==> src/rtl/blsched_pkg.sv <==
`timescale 1ns/1ps
package blsched_pkg;
  // Width helper: at least one bit for any count.
  function automatic int safe_clog2(input int n);
    return (n > 1) ? $clog2(n) : 1;
  endfunction
endpackage

==> src/rtl/blsched_interval_timer.sv <==
`timescale 1ns/1ps
// Free-running timer producing a one-cycle clear pulse every PERIOD cycles.
module blsched_interval_timer #(
  parameter int PERIOD = 10000
) (
  input  logic clk,
  input  logic rst_n,
  output logic tick
);
  import blsched_pkg::*;
  localparam int TW = safe_clog2(PERIOD);
  localparam logic [TW-1:0] LAST = TW'(PERIOD - 1);

  logic [TW-1:0] count_q;

  assign tick = (count_q == LAST);

  always_ff @(posedge clk) begin
    if (!rst_n) begin
      count_q <= '0;
    end else if (tick) begin
      count_q <= '0;
    end else begin
      count_q <= count_q + 1'b1;
    end
  end
endmodule

==> src/rtl/blsched_streak_tracker.sv <==
`timescale 1ns/1ps
// Tracks back-to-back services of one application and owns the blacklist bits.
module blsched_streak_tracker #(
  parameter int NUM_APPS  = 4,
  parameter int BL_THRESH = 4,
  parameter int APP_W     = 2,
  parameter int CNT_W     = 3
) (
  input  logic                clk,
  input  logic                rst_n,
  input  logic                served,
  input  logic [APP_W-1:0]    served_app,
  input  logic                clear,
  output logic [NUM_APPS-1:0] blacklist,
  output logic [CNT_W-1:0]    streak,
  output logic [APP_W-1:0]    last_app,
  output logic                last_vld
);
  localparam logic [CNT_W-1:0] THR = CNT_W'(BL_THRESH);

  logic [CNT_W-1:0]    streak_q, streak_d;
  logic [APP_W-1:0]    last_q;
  logic                lvld_q;
  logic [NUM_APPS-1:0] bl_q, set_vec;
  logic                same_app;

  assign same_app = lvld_q && (last_q == served_app);

  always_comb begin
    streak_d = streak_q;
    if (served) begin
      if (same_app) begin
        streak_d = (streak_q >= THR) ? streak_q : streak_q + 1'b1;
      end else begin
        streak_d = CNT_W'(1);
      end
    end
  end

  // One-hot set request for the served application when the streak reaches the limit.
  genvar a;
  generate
    for (a = 0; a < NUM_APPS; a++) begin : g_set
      assign set_vec[a] = served && (streak_d >= THR) && (served_app == APP_W'(a));
    end
  endgenerate

  always_ff @(posedge clk) begin
    if (!rst_n) begin
      streak_q <= '0;
      last_q   <= '0;
      lvld_q   <= 1'b0;
      bl_q     <= '0;
    end else begin
      streak_q <= streak_d;
      if (served) begin
        last_q <= served_app;
        lvld_q <= 1'b1;
      end
      bl_q <= clear ? '0 : (bl_q | set_vec);
    end
  end

  assign blacklist = bl_q;
  assign streak    = streak_q;
  assign last_app  = last_q;
  assign last_vld  = lvld_q;
endmodule

==> src/rtl/blsched_pick_tree.sv <==
`timescale 1ns/1ps
// Binary maximum tree over per-slot priority keys; ties go to the lower slot index.
module blsched_pick_tree #(
  parameter int QDEPTH = 8,
  parameter int KEY_W  = 11,
  parameter int IDX_W  = 3
) (
  input  logic [QDEPTH*KEY_W-1:0] keys,
  output logic [KEY_W-1:0]        win_key,
  output logic [IDX_W-1:0]        win_idx
);
  localparam int LEAVES = 1 << $clog2(QDEPTH);
  localparam int NODES  = 2 * LEAVES - 1;

  logic [KEY_W-1:0] node_key [NODES];
  logic [IDX_W-1:0] node_idx [NODES];

  genvar i, n;
  generate
    for (i = 0; i < LEAVES; i++) begin : g_leaf
      if (i < QDEPTH) begin : g_real
        assign node_key[LEAVES-1+i] = keys[i*KEY_W +: KEY_W];
      end else begin : g_pad
        assign node_key[LEAVES-1+i] = '0;
      end
      assign node_idx[LEAVES-1+i] = IDX_W'(i);
    end
    for (n = 0; n < LEAVES - 1; n++) begin : g_node
      logic take_right;
      assign take_right  = node_key[2*n+2] > node_key[2*n+1];
      assign node_key[n] = take_right ? node_key[2*n+2] : node_key[2*n+1];
      assign node_idx[n] = take_right ? node_idx[2*n+2] : node_idx[2*n+1];
    end
  endgenerate

  assign win_key = node_key[0];
  assign win_idx = node_idx[0];
endmodule

==> src/rtl/mem_blacklist_sched.sv <==
`timescale 1ns/1ps
// Two-class memory request scheduler with streak-based blacklisting.
module mem_blacklist_sched #(
  parameter int NUM_APPS       = 4,
  parameter int QDEPTH         = 8,
  parameter int AGE_W          = 8,
  parameter int BL_THRESH      = 4,
  parameter int CLEAR_INTERVAL = 10000,
  localparam int APP_W = blsched_pkg::safe_clog2(NUM_APPS),
  localparam int IDX_W = blsched_pkg::safe_clog2(QDEPTH)
) (
  input  logic                    clk,
  input  logic                    rst_n,
  input  logic [QDEPTH-1:0]       req_valid,
  input  logic [QDEPTH*APP_W-1:0] req_app,
  input  logic [QDEPTH-1:0]       req_rowhit,
  input  logic [QDEPTH*AGE_W-1:0] req_age,
  input  logic                    grant_ready,
  output logic                    grant_valid,
  output logic [IDX_W-1:0]        grant_idx
);
  import blsched_pkg::*;
  // Key layout, most significant first: valid, clean class, row hit, age.
  localparam int KEY_W = AGE_W + 3;
  localparam int CNT_W = safe_clog2(BL_THRESH + 1);

  logic [NUM_APPS-1:0]     bl_vec;
  logic [CNT_W-1:0]        streak_cnt;
  logic [APP_W-1:0]        last_app;
  logic                    last_vld;
  logic                    clear_pulse;
  logic [QDEPTH*KEY_W-1:0] slot_keys;
  logic [KEY_W-1:0]        top_key;
  logic                    served;
  logic [APP_W-1:0]        served_app;

  genvar s;
  generate
    for (s = 0; s < QDEPTH; s++) begin : g_key
      logic [APP_W-1:0] app_s;
      logic             bl_s;
      assign app_s = req_app[s*APP_W +: APP_W];
      assign bl_s  = (int'(app_s) < NUM_APPS) ? bl_vec[app_s] : 1'b0;
      assign slot_keys[s*KEY_W +: KEY_W] =
        {req_valid[s], ~bl_s, req_rowhit[s], req_age[s*AGE_W +: AGE_W]};
    end
  endgenerate

  blsched_pick_tree #(
    .QDEPTH(QDEPTH), .KEY_W(KEY_W), .IDX_W(IDX_W)
  ) u_pick (
    .keys   (slot_keys),
    .win_key(top_key),
    .win_idx(grant_idx)
  );

  assign grant_valid = top_key[KEY_W-1];
  assign served      = grant_valid && grant_ready;
  assign served_app  = req_app[grant_idx*APP_W +: APP_W];

  blsched_interval_timer #(.PERIOD(CLEAR_INTERVAL)) u_timer (
    .clk  (clk),
    .rst_n(rst_n),
    .tick (clear_pulse)
  );

  blsched_streak_tracker #(
    .NUM_APPS(NUM_APPS), .BL_THRESH(BL_THRESH), .APP_W(APP_W), .CNT_W(CNT_W)
  ) u_streak (
    .clk       (clk),
    .rst_n     (rst_n),
    .served    (served),
    .served_app(served_app),
    .clear     (clear_pulse),
    .blacklist (bl_vec),
    .streak    (streak_cnt),
    .last_app  (last_app),
    .last_vld  (last_vld)
  );
endmodule

==> config.mk <==
export PLATFORM = sky130hd
export DESIGN_NAME = mem_blacklist_sched
export DESIGN_NICKNAME = d
export VERILOG_FILES = /design/src/rtl/blsched_pkg.sv /design/src/rtl/blsched_interval_timer.sv /design/src/rtl/blsched_streak_tracker.sv /design/src/rtl/blsched_pick_tree.sv /design/src/rtl/mem_blacklist_sched.sv
export SDC_FILE = /design/constraint.sdc
export NUM_CORES = 1
export LEC_CHECK = 0
export ABC_AREA = 1
export BUFFER_PORTS_ARGS = -buffer_cell sky130_fd_sc_hd__buf_4
export CAP_MARGIN = 10
export CORE_MARGIN = 5
export CORE_UTILIZATION = 45
export CTS_BUF_LIST = sky130_fd_sc_hd__clkbuf_4
export CTS_CLUSTER_SIZE = 30
export DETAILED_ROUTE_END_ITERATION = 10
export GPL_TIMING_DRIVEN = 0
export PLACE_DENSITY_LB_ADDON = 0.25
export SLEW_MARGIN = 20
export SYNTH_ARGS = -nofsm -noshare
export SYNTH_HDL_FRONTEND = slang
export SYNTH_SLANG_ARGS = --single-unit
==> constraint.sdc <==
create_clock -name clk -period 6.3 [get_ports clk]
set_input_delay 0.63 -clock clk [delete_from_list [all_inputs] [get_ports clk]]
set_output_delay 0.63 -clock clk [all_outputs]
set_load 0.005 [all_outputs]
==> results of run 1 <==
## through the flow
stage	hold slack (ns)	worst slack, ns	utilization (%)	power [mW]
after floorplan	0.418	1.05	-	0.902
after CTS	0.466	0.00886	56.9	1.28
after detailed placement	0.439	-0.171	56.3	1.16
after global placement	0.428	0.119	56.3	1.12
final	0.463	0.395	58.7	1.38
after global routing	0.503	-0.0901	58.7	1.53
## repair_timing
| item | 4_1_cts | 5_1_grt |
|---|---|---|
| setup buffers | 0 | 9 |
| endpoints found under the hold margin | 0 | 0 |
| endpoints found under the setup margin | 9 | 13 |
| gates resized for setup | 8 | 74 |
| pin swaps | 0 | 3 |
## power by group
part | switching, mW | internal [mW] | leakage, nW | total (mW)
Clock | 0.0498 | 0.0644 | 0.0279 | 0.114
Combinational | 0.656 | 0.439 | 2.73 | 1.09
Sequential | 0.00788 | 0.164 | 0.197 | 0.172
## logic make-up after synthesis
family,synth area share (%)
compound gates,18.5
xor+xnor,1.03
fa+ha+maj,23.4
simple gates,33.7
buf+inv,12.1
flops,11.2
## path summary, 6_finish.rpt
check	slack (ns)	start	endpoint	cells after the start
setup / recovery	0.40	req_app[10]	grant_idx[1]	35
hold / removal	0.46	u_timer.count_q[0]	u_timer.count_q[0]	1
setup reg to reg	0.44	u_streak.blacklist[1]	u_streak.blacklist[2]	43
hold reg to reg	0.46	u_timer.count_q[0]	u_timer.count_q[0]	1
## registers in the layout, summed over array words and instances (netlist names), named ones only
name and count:
u_streak.last_app 2, u_streak.blacklist 4, u_timer.count_q 14, u_streak.streak 1, u_streak.last_vld 1
## final cells by class
type / instances / area, um^2
Buffer: 13 / 81.3
Clock buffer: 3 / 22.5
Clock inverter: 1 / 30.0
Fill cell: 905 / 3820
Inverter: 121 / 463
Multi-Input combinational cell: 546 / 3340
Sequential cell: 24 / 488
Tap cell: 129 / 161
Timing Repair Buffer: 111 / 831
## layout by cell type (no fill, tap or decap), drive strengths merged, types with 7 or more instances in the layout
master and n:
o21ai 93, ha 80, clkbuf 16, nand3 37, nand4 14, inv 120, nor2 47, nand2 199
nor3 7, dfxtp 24, buf 111, a21oi 44
## metal layers
metal | routed length [um] | share of wire [%]
met5 | 0 | 0
met4 | 196 | 1.6
met3 | 694 | 5.7
met2 | 5860 | 48
met1 | 5330 | 44
## cell usage after synthesis (all sizes together)
| library cell | instances |
|---|---|
| nand2 | 199 |
| or2 | 1 |
| and2 | 3 |
| o32ai | 2 |
| o211ai | 3 |
| and3 | 1 |
| clkinv | 1 |
| o21ai | 93 |
| nor2 | 47 |
| nor3 | 7 |
| a21oi | 44 |
| a21o | 4 |
| inv | 120 |
| nand4 | 14 |
| a31oi | 1 |
| o21a | 3 |
| nand3 | 37 |
| nand3b | 1 |
| xnor2 | 1 |
| buf | 1 |
| clkbuf | 13 |
| ha | 80 |
| or4 | 1 |
| dfxtp | 24 |
| xor2 | 4 |
## critical path: cells and delay by family
| kind | cells | cell delay (ns) |
|---|---|---|
| and+or+nand+nor | 19 | 1.78 |
| buffers and inverters | 9 | 1.12 |
| adders and majority gates | 3 | 0.87 |
| AOI/OAI and AO/OA | 4 | 0.86 |
==> qor.csv, run 1 <==
metric,value,unit
num_io_pins,103,
worst_pin_slew,0.487,ns
yosysWarnings,0,
clock_sinks,24,
place_congestion,0.882,
nets,999,
grtUsageMet2,36.1,%
clkTransAtPathRegs,0.14,ns
grt_usage,20.4,%
fin_setup_tns,0,ns
drtIter0Drc,186,
cts.root.buffer_cell,clkbuf_4,
insertion_delay,0.32,ns
portBuffers,102,
rows,35,
fin_area,5420,um^2
powerDensity,255,nW/um^2
dpl-instance-area,5200,um^2
worstPathRequired,5.67,ns
synth_top_area_share,23.4,%
cts_hold_buf,0,
path_max_fanout,10,
tritoncts.num_buffers,3,
cp_slowest_cell,o21ai_0,
tritoncts,yes,
fmax,169,MHz
yosysSeqAreaShare,11.2,%
max-slew-margin-rel,67.5,%
worst_clock_skew,0.00230,ns
grt_pass1_vias,4664,
core_area,9240,um^2
p_leak,2.96,nW
ir_worst_vdd,0.306,mV
die-height,107,um
run_status,finished clean,
firstDrtPassIters,5,
finalSetupViolCount,0,
chipWidth,107,um
grt_max_degree,15,
synth_cell_types,37,
gr-usage-met3,1.80,%
crit_path_end_kind,output pin,
fin_crit_sh,93.7,%
antenna_found_initial,0,
place.detailed.hpwl,10200,um
hold_class,flip-flop to flip-flop,
synth_cells,705,
area_growth,26.9,%
syn_nets,884,
yosysTopAreaCell,ha_1,
die_area,11500,um^2
routed_wirelength,12100,um
timing.final.crit_period,5.90,ns
n_antenna_cell,0,
via_per_inst,5.20,
layout.cells.non_filler,948,
detail-route-antenna-nets,0,
slowest_delay,0.33,ns
cts_max_path_buffers,2,
cp-start-kind,primary input,
arrival,5.27,ns
start_util,46.2,%
grt_pass1_wl,20000,um
grt_most_used_layer,met2,
vias,4927,
drcViolationCount,0,
met1_usage,26.8,%
finalHoldViolations,0,
syn_avg_cell_area,6.06,um^2
synthTopCellsByArea,"ha_1 (23%), nand2_1 (16%), dfxtp_1 (11%), o21ai_0 (10%), inv_1 (9.7%)",
dp.cells,936,
critPathKind,primary input to output pin,
synth_area,4270,um^2
slew_violations,0,
htreeDepth,1,
drive_gt1_share,23.7,%
synth-seq-cells,24,
cp_common_cell,nand2_1,
max-cap-violations,0,
grt_overflow,0,
routedWlPerCell,12.7,um
(Power assumes the default switching activity.)
==> inputs of run 2 (changes only) <==
Settings changed: CORE_MARGIN 5 to not set, CTS_CLUSTER_SIZE 30 to 20, SYNTH_HIERARCHICAL set to 1.
==> run 2 against run 1 <==
  * Cell area is 17% higher
  * Die area grew 1.1%
  * Clock skew up 0.010 ns
  * Worst hold slack lost 0.0041 ns
==> qor.csv, run 2 <==
metric,value,unit
grt_pass1_wl,20500,um
yosysWarnings,6,
insertion_delay,0.33,ns
reg2regPathDepth,50,
tritoncts.num_buffers,3,
vias,5398,
max-slew-margin-rel,78.1,%
clock_sinks,24,
seq_area,483,um^2
fin_crit_sh,91.5,%
cp-start-kind,flip-flop,
largest_register_ffs,14,
routedWlPerCell,11.6,um
grt_max_degree,15,
rows,38,
synth_area,5060,um^2
critPathKind,flip-flop to flip-flop,
ir_worst_vdd,0.250,mV
die_area,11700,um^2
max_flop_register,u_timer/count_q,
chipWidth,108,um
cp_slowest_cell,dfxtp_1,
synth_cells,858,
dp.cells,1100,
p_leak,3.61,nW
core_area,10900,um^2
powerDensity,245,nW/um^2
final_common_cell,nand2_1,
path_max_fanout,8,
crit_path_end_kind,flip-flop,
routed_wirelength,13000,um
area_growth,25.0,%
multi_input_area,3920,um^2
detail-route-antenna-nets,0,
place.detailed.hpwl,10800,um
clkTransAtPathRegs,0.12,ns
place_congestion,0.855,
fin_setup_tns,0,ns
n_antenna_cell,0,
antenna_found_initial,0,
via_per_inst,4.82,
nets,1160,
syn_nets,1037,
finalSetupViolCount,0,
drtIter0Drc,221,
fmax,173,MHz
cp_common_cell,nand2_1,
portBuffers,102,
grt_pass1_vias,4657,
arrival,6.02,ns
grt_overflow,0,
syn_avg_cell_area,5.89,um^2
dpl-instance-area,6000,um^2
fin_area,6320,um^2
grt_usage,21.5,%
timing.final.crit_period,5.77,ns
drive_gt1_share,23.9,%
firstDrtPassIters,4,
layout.cells.non_filler,1120,
htreeDepth,1,
fill_cells,1103,
tritoncts,yes,
max-cap-violations,0,
cts.root.buffer_cell,clkbuf_4,
slowest_delay,0.33,ns
num_io_pins,103,
cts_hold_buf,0,
final_cell_mix,"nand2_1 (266), inv_1 (143), buf_4 (121)",
drcViolationCount,0,
cts_max_path_buffers,2,
worst_pin_slew,0.327,ns
die-height,108,um
slew_violations,0,
worst_clock_skew,0.0127,ns
whs,0.459,ns
finalHoldViolations,0,
hold_depth,2,
hold_class,flip-flop to flip-flop,
start_util,46.4,%
worstPathRequired,6.55,ns
run_status,finished clean,
run 2: cell types whose count changed in the layout (fill, tap and decap cells not counted), moves of 9 or more:
cell     delta
o21ai_1    -13
o21ai_2    -13
nand3_2    +12
nand3_1    +77
buf_4      +11
o21ai_0    -53
nand2_1    +79
nor2_1      -9
nand2_2    +20
and2_1     +19
a21oi_1     -9
inv_1      +33
buf_6      +12
run 2: timing repair:
action	CTS	global route
buffers inserted	0	14
gates resized for setup	0	48
endpoints found under the setup margin	0	11
run 2: worst max-delay path: cells and delay by family, from the launching register on:
family,cells,cell delay [ns]
DFF,1,0.33
and+or+nand+nor,35,3.33
adders and majority gates,3,0.83
AOI/OAI and AO/OA,1,0.15
buffers and inverters,11,1.07
run 2: power by group:
part | total (mW) | switching (mW) | internal [mW]
sequential | 0.176 | 0.0102 | 0.166
clock | 0.112 | 0.0476 | 0.0644
combinational | 1.26 | 0.716 | 0.547
total | 1.55 | 0.774 | 0.777
run 2: area by class of cell:
type / instances / share of cell area, %
clock buffer: 3 / 0.356
multi-input combinational: 660 / 62.0
buffer: 24 / 3.60
inverter: 149 / 8.89
timing repair buffer: 119 / 14.3
sequential: 24 / 7.64
tap: 140 / 2.77
clock inverter: 1 / 0.475
run 2: stage by stage:
step	setup slack [ns]	power [mW]	util, %
final	0.533	1.55	58.0
after global routing	-0.0541	1.73	58.0
after CTS	0.219	1.40	55.6
after detailed placement	0.00239	1.28	55.1
after global placement	0.0322	1.27	55.1
after floorplan	0.954	0.993	-
run 2: path summary, 6_finish.rpt:
kind	slack (ns)	end	from
min	0.46	u_streak/blacklist[3]	u_streak/blacklist[3]
min reg2reg	0.46	u_streak/blacklist[3]	u_streak/blacklist[3]
max	0.53	u_streak/blacklist[3]	u_streak/blacklist[1]
max reg2reg	0.53	u_streak/blacklist[3]	u_streak/blacklist[1]
run 2: routing by layer:
| layer | up-vias | GRT usage [%] | wire length (um) |
|---|---|---|---|
| met4 | 0 | 2.35 | 40 |
| met2 | 83 | 37.8 | 6210 |
| met3 | 4 | 0.542 | 521 |
| met1 | 2338 | 29.9 | 6240 |
| met5 | - | 0 | 0 |
| li1 | 2973 | - | - |
==> inputs of run 3 (changes only) <==
Settings changed: PLACE_DENSITY set to 0.67, PLACE_DENSITY_LB_ADDON 0.25 to not set.
==> run 3 against run 2 <==
  * Wire length shrank 1.6%
  * Highest routed layer unchanged
  * Worst setup slack lost 0.082 ns
  * Non-clock buffer count shrank 14
  * Clock skew is essentially flat
  * Sequential share of layout area grew 0.25 points
  * Largest cell class unchanged
  * First-iteration DRC count grew 30%
  * Combinational power shrank 6%
  * Sequential cell count is the same
  * Power shrank 5.3%
  * Critical path type is now primary input to flip-flop
==> qor.csv, run 3 (same netlist as run 2, synthesis figures left out) <==
metric,value,unit
setup_ws,0.451,ns
grt_usage,22.5,%
finalHoldViolations,0,
antenna_found_initial,0,
rrSetupSlack,0.46,ns
ir_worst_vdd,0.248,mV
dp_slack,-0.0686,ns
crit_buf_inv,9,
timing.final.crit_period,5.85,ns
drive_gt1_share,22.0,%
final_cell_mix,"nand2_1 (271), inv_1 (143), buf_4 (107)",
slowest_delay,0.31,ns
cts_hold_buf,0,
r2r_start,u_streak/blacklist[1],
num_io_pins,103,
largest_register_ffs,14,
max_flop_register,u_timer/count_q,
cp-start-kind,primary input,
hold_class,flip-flop to flip-flop,
reg2regPathDepth,47,
layout.cells.non_filler,1106,
tritoncts,yes,
arrival,6.09,ns
start_util,46.4,%
die_area,11700,um^2
routed_wirelength,12800,um
powerDensity,239,nW/um^2
hold_depth,2,
cp.depth,48,
n_antenna_cell,0,
grt_overflow,0,
crit_path_end_kind,flip-flop,
max-slew-margin-rel,77.1,%
grt_pass1_vias,5035,
p_leak,3.53,nW
crit_end,u_streak/blacklist[0],
fmax,171,MHz
drtIter0Drc,287,
via_per_inst,4.85,
htreeDepth,1,
portBuffers,102,
nets,1146,
cts.root.buffer_cell,clkbuf_4,
finalSetupViolCount,0,
power,1.47,mW
max-cap-violations,0,
fill_cells,1161,
finalCoreUtilization,56.5,%
fin_crit_sh,92.8,%
place.detailed.hpwl,11100,um
grt_max_degree,15,
cp_common_cell,nand2_1,
firstDrtPassIters,5,
routedWlPerCell,11.6,um
place_congestion,0.854,
clock_sinks,24,
worst_pin_slew,0.342,ns
final_common_cell,nand2_1,
detail-route-antenna-nets,0,
insertion_delay,0.32,ns
clkTransAtPathRegs,0.12,ns
worstPathRequired,6.54,ns
timing.critical_path.max_delay_family,simple AND/OR/NAND/NOR gates,
area_growth,21.6,%
die-height,108,um
drcViolationCount,0,
vias,5362,
cts_max_path_buffers,2,
grt_pass1_wl,21600,um
tritoncts.num_buffers,3,
critPathKind,primary input to flip-flop,
rows,38,
run_status,finished clean,
startpoint,req_app[14],
slew_violations,0,
dp.cells,1100,
worst_clock_skew,0.0129,ns
chipWidth,108,um
cp_slowest_cell,ha_1,
core_area,10900,um^2
path_max_fanout,10,
timing.rr.end,u_streak/blacklist[0],
run 3: metrics by stage:
stage          hold WS, ns  area [um^2]  TNS (ns)
6_report             0.460         6150         0
5_1_grt              0.483         6150   -0.0202
4_1_cts              0.462         6050         0
3_5_place_dp         0.442         6000    -0.291
3_3_place_gp         0.436         6000  -0.00671
2_1_floorplan        0.424         5060         0
run 3: final cells by class:
type	instances	area, um^2	area share (%)
plain buffers	24	229	3.72
clock buffers	3	22.5	0.366
clock inverters	1	30.0	0.488
inverters	149	562	9.13
multi-input cells	660	3860	62.8
flip-flops and latches	24	485	7.89
well taps	140	175	2.85
repair buffers	105	786	12.8
run 3: tightest hold or removal path, cell delays in order (launching register included):
cell     delay [ns]
dfxtp_2        0.34
inv_1          0.04
a21oi_1        0.05
run 3: per-layer routing:
layer / wire [um] / GRT usage, % / part of all wire [%]
met5: 0 / 0 / 0
met4: 119 / 3.13 / 0.93
met3: 560 / 1.27 / 4.4
met2: 5810 / 39.3 / 45
met1: 6330 / 30.9 / 49
run 3: repair_timing:
item                                    in CTS  in global routing
buffers inserted                             0                  2
endpoints found under the setup margin       0                 11
resized for setup                            0                 33
run 3: worst min path at each step:
stage                                      from               endpoint  slack, ns
after floorplan           u_streak/blacklist[1]  u_streak/blacklist[1]       0.42
after global placement    u_streak/blacklist[3]  u_streak/blacklist[3]       0.44
after detailed placement  u_streak/blacklist[1]  u_streak/blacklist[1]       0.44
after CTS                 u_streak/blacklist[1]  u_streak/blacklist[1]       0.46
after global routing      u_streak/blacklist[1]  u_streak/blacklist[1]       0.48
final                     u_streak/blacklist[1]  u_streak/blacklist[1]       0.46
run 3: report_power, final:
| group | leakage (nW) | total (mW) | switching (mW) | internal, mW |
|---|---|---|---|---|
| logic | 3.31 | 1.18 | 0.694 | 0.489 |
| registers | 0.197 | 0.175 | 0.00880 | 0.166 |
| clock network | 0.0279 | 0.111 | 0.0467 | 0.0643 |
